`src/rtl/lcx_pkg.sv`:
```
package lcx_pkg;
  parameter int unsigned IDX_W  = 4;
  parameter int unsigned COPIES = 3;
  localparam int unsigned STATE_W    = IDX_W * COPIES;
  localparam int unsigned NUM_STATES = 15;
  localparam int unsigned FAIL_W     = 7;
  localparam int unsigned FLAG_W     = FAIL_W + 1;
  localparam logic [IDX_W-1:0] IDX_NONE = '1;

  typedef enum logic [IDX_W-1:0] {
    S_RESET = 0, S_IDLE, S_CLKSW, S_CNTINC, S_CNTPRG, S_TRCHK, S_TKHASH,
    S_FLERASE, S_TKCMP0, S_TKCMP1, S_TRPRG, S_POST, S_SCRAP, S_ESC, S_INVAL
  } lcxIdx_e;

  typedef struct packed {
    logic [FAIL_W-1:0] failSet;
    logic              illegalSet;
  } lcxStrobe_t;

  // Each copy of the index is XORed with its own mask, so two different
  // indices differ in every copy: minimum distance equals COPIES.
  function automatic logic [STATE_W-1:0] encodeState(logic [IDX_W-1:0] idx);
    logic [STATE_W-1:0] code;
    for (int k = 0; k < COPIES; k++) begin
      code[k*IDX_W +: IDX_W] = idx ^ IDX_W'(k * 5);
    end
    return code;
  endfunction

  function automatic logic [FAIL_W-1:0] failBit(lcxIdx_e s);
    logic [FAIL_W-1:0] b;
    b = '0;
    case (s)
      S_CNTINC: b[0] = 1'b1;
      S_CNTPRG: b[1] = 1'b1;
      S_TRCHK:  b[2] = 1'b1;
      S_TKHASH: b[3] = 1'b1;
      S_TKCMP0: b[4] = 1'b1;
      S_TKCMP1: b[5] = 1'b1;
      S_TRPRG:  b[6] = 1'b1;
      default:  b = '0;
    endcase
    return b;
  endfunction
endpackage

```
`src/rtl/lcx_ctrl.sv`:
```
module lcx_ctrl
  import lcx_pkg::*;
(
  input  logic              clk,
  input  logic              rstN,
  input  logic              escA,
  input  logic              escB,
  input  logic              scrapReq,
  input  logic              transReq,
  input  logic              stepAck,
  input  logic              stepErr,
  output logic              stepReq,
  output logic [IDX_W-1:0]  curIdx,
  output lcxStrobe_t        strobe
);
  logic [STATE_W-1:0]    stateQ, stateD;
  logic [NUM_STATES-1:0] hit;
  logic                  legal, escAny, failTake;
  lcxIdx_e               curSt, nextSt;

  // comparator bank against every legal codeword
  for (genvar g = 0; g < NUM_STATES; g++) begin : gHit
    assign hit[g] = (stateQ == encodeState(IDX_W'(g)));
  end

  assign legal  = |hit;
  assign escAny = escA | escB;

  always_comb begin
    curSt = S_INVAL;
    for (int i = 0; i < NUM_STATES; i++) begin
      if (hit[i]) curSt = lcxIdx_e'(IDX_W'(i));
    end
  end

  always_comb begin
    nextSt   = curSt;
    failTake = 1'b0;
    case (curSt)
      S_RESET: nextSt = S_IDLE;
      S_IDLE: begin
        if (scrapReq)      nextSt = S_SCRAP;
        else if (transReq) nextSt = S_CLKSW;
      end
      S_CLKSW, S_FLERASE: begin
        if (stepAck) nextSt = lcxIdx_e'(curSt + 1'b1);
      end
      S_CNTINC, S_CNTPRG, S_TRCHK, S_TKHASH, S_TKCMP0, S_TRPRG: begin
        if (stepAck) begin
          if (stepErr) begin
            nextSt   = S_POST;
            failTake = 1'b1;
          end else begin
            nextSt = lcxIdx_e'(curSt + 1'b1);
          end
        end
      end
      S_TKCMP1: begin
        if (stepAck && !stepErr) begin
          nextSt = S_TRPRG;
        end else begin
          nextSt   = S_POST;
          failTake = 1'b1;
        end
      end
      default: nextSt = curSt;
    endcase
    if (!legal)  nextSt = S_INVAL;
    if (escAny)  nextSt = S_ESC;
  end

  assign stateD = encodeState(nextSt);

  always_ff @(posedge clk or negedge rstN) begin
    if (!rstN) stateQ <= encodeState(S_RESET);
    else       stateQ <= stateD;
  end

  assign strobe.failSet    = (failTake && legal && !escAny) ? failBit(curSt) : '0;
  assign strobe.illegalSet = !legal;
  assign stepReq = legal && (curSt >= S_CLKSW) && (curSt <= S_TRPRG);
  assign curIdx  = legal ? curSt : IDX_NONE;

  AST_IDLE_SCRAP: assert property (@(posedge clk) disable iff (!rstN)
    (stateQ == encodeState(S_IDLE) && scrapReq && !escAny)
      |=> (stateQ == encodeState(S_SCRAP)));
  AST_STEP_WAIT: assert property (@(posedge clk) disable iff (!rstN)
    (stepReq && !stepAck && !escAny && stateQ != encodeState(S_TKCMP1))
      |=> $stable(stateQ));
  AST_TKCMP1_LEAVES: assert property (@(posedge clk) disable iff (!rstN)
    (stateQ == encodeState(S_TKCMP1)) |=> (stateQ != encodeState(S_TKCMP1)));
  AST_ESC_WINS: assert property (@(posedge clk) disable iff (!rstN)
    escAny |=> (stateQ == encodeState(S_ESC)));
  AST_POST_HOLDS: assert property (@(posedge clk) disable iff (!rstN)
    (stateQ == encodeState(S_POST) && !escAny)
      |=> (stateQ == encodeState(S_POST)));
  AST_ILLEGAL_TRAP: assert property (@(posedge clk) disable iff (!rstN)
    (!legal && !escAny) |=> (stateQ == encodeState(S_INVAL)));
endmodule

```
`src/rtl/lcx_dpath.sv`:
```
module lcx_dpath
  import lcx_pkg::*;
(
  input  logic              clk,
  input  logic              rstN,
  input  lcxStrobe_t        strobe,
  output logic [FLAG_W-1:0] flags
);
  logic [FLAG_W-1:0] flagsQ;

  always_ff @(posedge clk or negedge rstN) begin
    if (!rstN) flagsQ <= '0;
    else       flagsQ <= flagsQ | {strobe.illegalSet, strobe.failSet};
  end

  assign flags = flagsQ;

  AST_FAIL_ONEHOT: assert property (@(posedge clk) disable iff (!rstN)
    $onehot0(strobe.failSet));
  AST_FLAGS_STICKY: assert property (@(posedge clk) disable iff (!rstN)
    (flagsQ != '0) |=> ((flagsQ & $past(flagsQ)) == $past(flagsQ)));
endmodule

```
`src/rtl/lcx_seq_top.sv`:
```
module lcx_seq_top
  import lcx_pkg::*;
(
  input  logic              clk,
  input  logic              rstN,
  input  logic              escA,
  input  logic              escB,
  input  logic              scrapReq,
  input  logic              transReq,
  input  logic              stepAck,
  input  logic              stepErr,
  output logic              stepReq,
  output logic [IDX_W-1:0]  stepId,
  output logic [FLAG_W-1:0] errFlags
);
  lcxStrobe_t strobe;

  lcx_ctrl uCtrl (
    .clk(clk), .rstN(rstN), .escA(escA), .escB(escB),
    .scrapReq(scrapReq), .transReq(transReq),
    .stepAck(stepAck), .stepErr(stepErr),
    .stepReq(stepReq), .curIdx(stepId), .strobe(strobe)
  );

  lcx_dpath uDpath (
    .clk(clk), .rstN(rstN), .strobe(strobe), .flags(errFlags)
  );
endmodule

```
`config.mk`:
```
export PLATFORM = sky130hd
export DESIGN_NAME = lcx_seq_top
export DESIGN_NICKNAME = d
export VERILOG_FILES = /design/src/rtl/lcx_pkg.sv /design/src/rtl/lcx_ctrl.sv /design/src/rtl/lcx_dpath.sv /design/src/rtl/lcx_seq_top.sv
export SDC_FILE = /design/constraint.sdc
export NUM_CORES = 1
export LEC_CHECK = 0
export BUFFER_PORTS_ARGS = -buffer_cell sky130_fd_sc_hd__clkbuf_2
export CAP_MARGIN = 10
export CORE_MARGIN = 4
export CORE_UTILIZATION = 49
export DETAILED_ROUTE_END_ITERATION = 7
export GPL_TIMING_DRIVEN = 0
export PLACE_DENSITY = 0.74
export SYNTH_ARGS = -nofsm -noshare
export SYNTH_HDL_FRONTEND = slang
export SYNTH_SLANG_ARGS = --single-unit
```
`constraint.sdc`:
```
create_clock -name clk -period 2.25 [get_ports clk]
set_clock_uncertainty 0.2 [all_clocks]
set_input_delay 0.225 -clock clk [delete_from_list [all_inputs] [get_ports clk]]
set_output_delay 0.225 -clock clk [all_outputs]
set_load 0.02 [all_outputs]
```
==> results_dict.tcl, run 1 <==
set metrics [dict create \
    status "complete, but fails checks" \
    violations "setup timing" \
    holdCritStartpoint "escA" \
    firstDrtPassIters 5 \
    final.min_clock_period_ps 2400 \
    relSlewSlack 0.603 \
    netlist_instances 131 \
    combPwrFrac 0.696 \
    antenna_found_initial 0 \
    syn_to_final_growth_pct 41.5 \
    die_y_um 57.3 \
    powerDensity_nw_per_um2 1090 \
    fin_setup_tns_ps -817 \
    vias 1345 \
    drc 0 \
    io_buffers 20 \
    wl_per_cell_um 21.5 \
    grt_start_max_net_pins 17 \
    finalNetCount 178 \
    dp_hpwl_mm 2.50 \
    dp_slack_ps -218 \
    power.leakage_nw 0.671 \
    final_area_sq_um 1680 \
    fin_hold_ws_ps 88.3 \
    netlist-cell-type-count 48 \
    die-area_sq_um 3280 \
    worst_slew_pin_slew_ps 593 \
    cp-start-kind "flop" \
    p_seq_frac 0.219 \
    power_mw 1.83 \
    switching_power_mw 0.874 \
    dr.first_iter.drc_count 76 \
    layout_setup_ws_ps -154 \
    cp.required_ps 1820 \
    hold_class "in -> reg" \
    seq_area_frac_synth 0.341 \
    cts_buffers 3 \
    clk_pin_slew_ps 90 \
    cts_tree "done" \
    end_kind "output port" \
    grt_pass1_vias 1324 \
    core_area_sq_um 2250 \
    num_io_pins 21 \
    clk_latency_ps 290 \
    cts_htree_levels 1 \
    start_util 0.528 \
    p_int_mw 0.955 \
    rsz0062_at_grt "true" \
    dp.cells 179 \
    fillers 154 \
    syn_avg_cell_area_sq_um 9.08 \
    setup_violations 13 \
    sw_frac_of_total 0.478 \
    synth-async-reset-ratio 1.00 \
    grt_pass1_wl_mm 6.38 \
    die-width_um 57.3 \
    syn-num-nets 139 \
    crit_path_start "uCtrl.stateQ[9]" \
    cts-root-buf "clkbuf_4" \
    antenna_left 0 \
    post_dp_cell_area_sq_um 1330 \
    routabilityCongestion 0.918 \
    cts_sinks 16 \
    final_util 0.747 \
    critPathArrivalTime_ps 1980 \
    gr-total-overflow 0 \
    drt_wl_total_mm 4.22 \
    num_rows 17 \
    slew_violations 0 \
    grt_usage 0.256 \
    power_frac_clock 0.084 \
    critPathKind "reg -> out" \
    drive_above_1_share 0.482 \
    finalHoldViolCount 0 \
    rr_startpoint "uCtrl.stateQ[9]" \
    ys_warn_count 0 \
    clock.fmax_ghz 0.416 \
    drv_cap 0 \
    ys_seq_elements 16 \
    period_share 1.07 \
    layoutNonFillerInstCount 196 \
    antenna_cells 0 \
    viasPerCell 6.86 \
    synth_top_flop_cell "dfrtp_1" \
    cts_buffer_depth 2 \
    synth_area_sq_um 1190 \
    cp_max_fo 5 \
    synth_edf_count 0 \
    peakVddDrop_mv 0.743 \
]
-- cell families (layout without fill, tap and decap cells) --
family,count (synthesis),in the layout,share of synthesized area
buffers and inverters,8,45,0.0273
AO/OA/AOI/OAI,46,46,0.318
XOR/XNOR,5,5,0.0431
flip-flops,16,16,0.341
AND/OR/NAND/NOR,56,56,0.271
-- layer usage --
metal | part of all wire | global-route usage | vias to the layer above | wire length, um
li1 | - | - | 586 | -
met3 | 0.12 | 0.0385 | 22 | 503
met1 | 0.37 | 0.307 | 621 | 1550
met4 | 0.038 | 0.149 | 0 | 162
met2 | 0.47 | 0.434 | 116 | 2000
met5 | 0 | 0 | - | 0
-- cells in the final DEF (no fill, tap or decap), types with 2 or more instances in the layout --
cell / netlist / final
a21oi_1: 7 / 5
a21oi_4: 0 / 2
a221o_1: 2 / 2
a221oi_2: 0 / 2
a221oi_4: 0 / 2
and2b_2: 0 / 2
and4bb_2: 5 / 5
buf_4: 0 / 14
buf_6: 0 / 3
clkbuf_2: 1 / 18
clkbuf_4: 0 / 4
dfrtp_1: 12 / 12
dfstp_2: 4 / 4
inv_1: 5 / 5
nand2_1: 16 / 14
nand2_2: 0 / 2
nand2b_1: 6 / 4
nand2b_2: 0 / 2
nand3_1: 8 / 7
nor2_1: 7 / 6
nor2b_1: 4 / 3
o21bai_1: 5 / 4
o22ai_1: 2 / 2
o31a_1: 2 / 2
o31ai_1: 3 / 3
or2b_1: 2 / 2
xnor2_1: 2 / 2
xor2_2: 1 / 2
-- Yosys cell counts, drive strengths merged (2+ instances only) --
| library cell | n | share of area |
|---|---|---|
| dfrtp | 12 | 0.25 |
| a221oi | 4 | 0.029 |
| and2b | 2 | 0.013 |
| o31a | 2 | 0.015 |
| inv | 5 | 0.016 |
| nor2b | 4 | 0.021 |
| or2b | 2 | 0.013 |
| o31ai | 3 | 0.019 |
| a221o | 2 | 0.017 |
| dfstp | 4 | 0.088 |
| nand2 | 16 | 0.050 |
| o221ai | 2 | 0.015 |
| nand2b | 6 | 0.032 |
| o21ai | 2 | 0.0084 |
| o21bai | 5 | 0.032 |
| xnor2 | 2 | 0.015 |
| nor2 | 7 | 0.022 |
| xor2 | 3 | 0.028 |
| nand3 | 9 | 0.042 |
| o22ai | 2 | 0.011 |
| clkbuf | 2 | 0.0074 |
| a32oi | 2 | 0.015 |
| a21oi | 8 | 0.037 |
| and4bb | 5 | 0.053 |
-- final cells by class --
type | count | area, sq um | share of cell area
plain buffers | 2 | 15.0 | 0.00892
clock buffers | 3 | 22.5 | 0.0134
inverters | 5 | 18.8 | 0.0111
multi-input cells | 107 | 956 | 0.568
flip-flops and latches | 16 | 405 | 0.241
well taps | 28 | 35.0 | 0.0208
repair buffers | 35 | 231 | 0.137
-- path summary, 6_finish.rpt --
| check | end | slack (ps) | cells past startpoint |
|---|---|---|---|
| min in group asynchronous | uDpath.flags[1] | 180 | 2 |
| min reg2reg | uDpath.flags[7] | 270 | 1 |
| max reg2reg | uCtrl.stateQ[10] | -110 | 8 |
| max in group asynchronous | uCtrl.stateQ[4] | 1340 | 2 |
| min | uCtrl.stateQ[9] | 90 | 3 |
| max | stepId[0] | -150 | 7 |
-- power groups by stage --
stage                     Clock [mW]  Sequential [mW]  Combinational (mW)
after global placement             0            0.385               0.730
after floorplan                    0            0.381               0.552
after detailed placement           0            0.390               0.745
after global routing           0.165            0.407                1.32
after CTS                      0.153            0.387                1.10
final                          0.154            0.401                1.27
-- critical path: stages (launching register included) --
cell	delay (ps)
dfstp_2	620
buf_4	150
buf_4	100
and2b_2	240
o21ai_2	90
a21boi_4	90
or2b_1	250
buf_6	130
-- what timing repair did --
item / 4_1_cts / 5_1_grt
cloned: 0 / 0
endpoints found under the hold margin: 16 / 0
pin swaps: 7 / 6
hold buffers: 1 / 0
endpoints found under the setup margin: 14 / 19
buffers inserted: 14 / 1
gates resized for setup: 21 / 29
-- state kept, by name (all words and copies together), names as in the netlist --
| name | count |
|---|---|
| uCtrl.stateQ | 8 |
| uDpath.flags | 8 |
No activity file was read; power rests on OpenSTA's default activity.
==> run 2, diff against run 1 <==
- ABC_AREA: not set -> 1
- CORE_UTILIZATION: 49 -> 51
- GPL_TIMING_DRIVEN: 0 -> 1
- PLACE_DENSITY: 0.74 -> 0.76
==> results_dict.tcl, run 2 <==
set metrics [dict create \
    status "complete, but fails checks" \
    violations "setup timing" \
    syn_to_final_growth_pct 50.7 \
    clk_latency_ps 280 \
    ys_seq_elements 16 \
    viasPerCell 5.90 \
    synth-async-reset-ratio 1.00 \
    peakVddDrop_mv 1.11 \
    antenna_cells 0 \
    netlist_instances 201 \
    grt_usage 0.236 \
    cts_tree "done" \
    die-area_sq_um 3570 \
    slew_violations 0 \
    final.min_clock_period_ps 2590 \
    grt_pass1_wl_mm 6.47 \
    antenna_found_initial 0 \
    dr.first_iter.drc_count 122 \
    setup_violations 15 \
    rsz0062_at_grt "true" \
    power_mw 1.83 \
    critPathKind "reg -> out" \
    worst_slew_pin_slew_ps 559 \
    holdCritStartpoint "scrapReq" \
    final_common_cell "buf_4" \
    synth_xor_area_frac 0 \
    vias 1704 \
    dp.cells 255 \
    clk_pin_slew_ps 90 \
    fillers 136 \
    synth.area.mux_share 0 \
    synth-compound-area-share 0.105 \
    synth_fa_ha_area_frac 0 \
    cts_sinks 16 \
    power.leakage_nw 1.05 \
    dp_hpwl_mm 2.79 \
    end_kind "output port" \
    cts_buffer_depth 2 \
    rr_startpoint "uCtrl.stateQ[9]" \
    synth_top_area_frac 0.220 \
    core_area_sq_um 2520 \
    drc 0 \
    syn_avg_cell_area_sq_um 6.79 \
    hold_class "in -> reg" \
    final_util 0.815 \
    layout_setup_ws_ps -343 \
    wl_per_cell_um 17.2 \
    num_rows 18 \
    synth_top_family_by_area "simple AND/OR/NAND/NOR gates" \
    synth_common_cells "nand2_1, nor2_1, inv_1" \
    synth_largest_area_cell "dfrtp_1" \
    finalHoldViolCount 0 \
    antenna_left 0 \
    yosysMostFrequentCell "nand2_1" \
    final_area_sq_um 2060 \
    netlist-cell-type-count 30 \
    period_share 1.15 \
    grt_start_max_net_pins 17 \
    syn-num-nets 209 \
    gr-total-overflow 0 \
    layoutNonFillerInstCount 289 \
    cts_htree_levels 1 \
    synth_top_flop_cell "dfrtp_1" \
    synth_area_leaders "dfrtp_1, nand2_1, dfstp_2" \
    synth-simple-area-share 0.490 \
    firstDrtPassIters 4 \
    drt_wl_total_mm 4.97 \
    drv_cap 0 \
    synth_edf_count 0 \
    seq_area_frac_synth 0.297 \
    die-width_um 59.7 \
    cp_max_fo 6 \
    routabilityCongestion 0.899 \
    cp.required_ps 1820 \
    synth_area_sq_um 1370 \
    clock.fmax_ghz 0.386 \
    final_cell_mix "buf_4, nand2_1, inv_2, nand2_2, inv_1" \
    cp-start-kind "flop" \
    crit_path_start "uCtrl.stateQ[9]" \
    ys_warn_count 0 \
    drive_above_1_share 0.579 \
    finalNetCount 268 \
    powerDensity_nw_per_um2 891 \
    post_dp_cell_area_sq_um 1540 \
    start_util 0.541 \
    relSlewSlack 0.624 \
    grt_pass1_vias 1452 \
    cts-root-buf "clkbuf_4" \
    io_buffers 20 \
    cts_buffers 3 \
    num_io_pins 21 \
    critPathArrivalTime_ps 2170 \
    die_y_um 59.7 \
]
run 2: worst paths after layout:
check	end	slack, ps	depth (start not counted)
max	stepReq	-340	12
min	uCtrl.stateQ[6]	40	4
max reg2reg	uCtrl.stateQ[7]	-260	14
min reg2reg	uDpath.flags[3]	280	1
max in group asynchronous	uCtrl.stateQ[11]	1350	2
min in group asynchronous	uDpath.flags[0]	180	2
run 2: stage by stage:
step                      setup TNS, ps  hold WS, ps  worst slack [ps]
after global placement                0        -41.0              33.6
after floorplan                       0         -271               176
after CTS                          -399         65.8              -155
after detailed placement              0        -41.0              54.4
after global routing              -3200         48.6              -409
final                             -2340         44.9              -343
run 2: critical path, stage by stage (launching register included):
cell	delay, ps
dfstp_2	620
inv_2	60
nor2_1	170
nand2_2	150
nor2_4	200
inv_2	80
nand4_1	160
nand2_2	100
nand2_2	90
nand2_4	50
nand2_2	60
inv_2	40
buf_8	110
run 2: report_power, final:
group	internal [mW]	switching (mW)	leakage, nW
clock	0.0985	0.0876	0.0210
combinational	0.532	0.736	0.842
sequential	0.330	0.0485	0.187
run 2: timing repair:
action | CTS | global route
hold endpoints to repair | 16 | 0
gates resized for setup | 22 | 44
hold buffers | 1 | 0
setup endpoints to repair | 5 | 18
setup buffers | 17 | 15
pin swaps | 15 | 29
run 2: final cells by class:
class,instances,area (sq um),area share
Sequential cell,16,407,0.198
Clock buffer,4,36.3,0.0176
Inverter,36,138,0.0669
Tap cell,30,37.5,0.0182
Multi-Input combinational cell,147,998,0.485
Timing Repair Buffer,56,440,0.214
run 2: logic make-up after synthesis:
| group | count (synthesis) |
|---|---|
| buffers and inverters | 38 |
| and+or+nand+nor | 126 |
| AOI/OAI and AO/OA | 21 |
| DFF | 16 |
run 2: per-layer routing:
metal | vias up | global-route usage | wire length (um)
met5 | - | 0 | 0
met4 | 0 | 0.0601 | 196
met3 | 25 | 0.0130 | 419
met2 | 119 | 0.378 | 2400
met1 | 794 | 0.346 | 1950
li1 | 766 | - | -
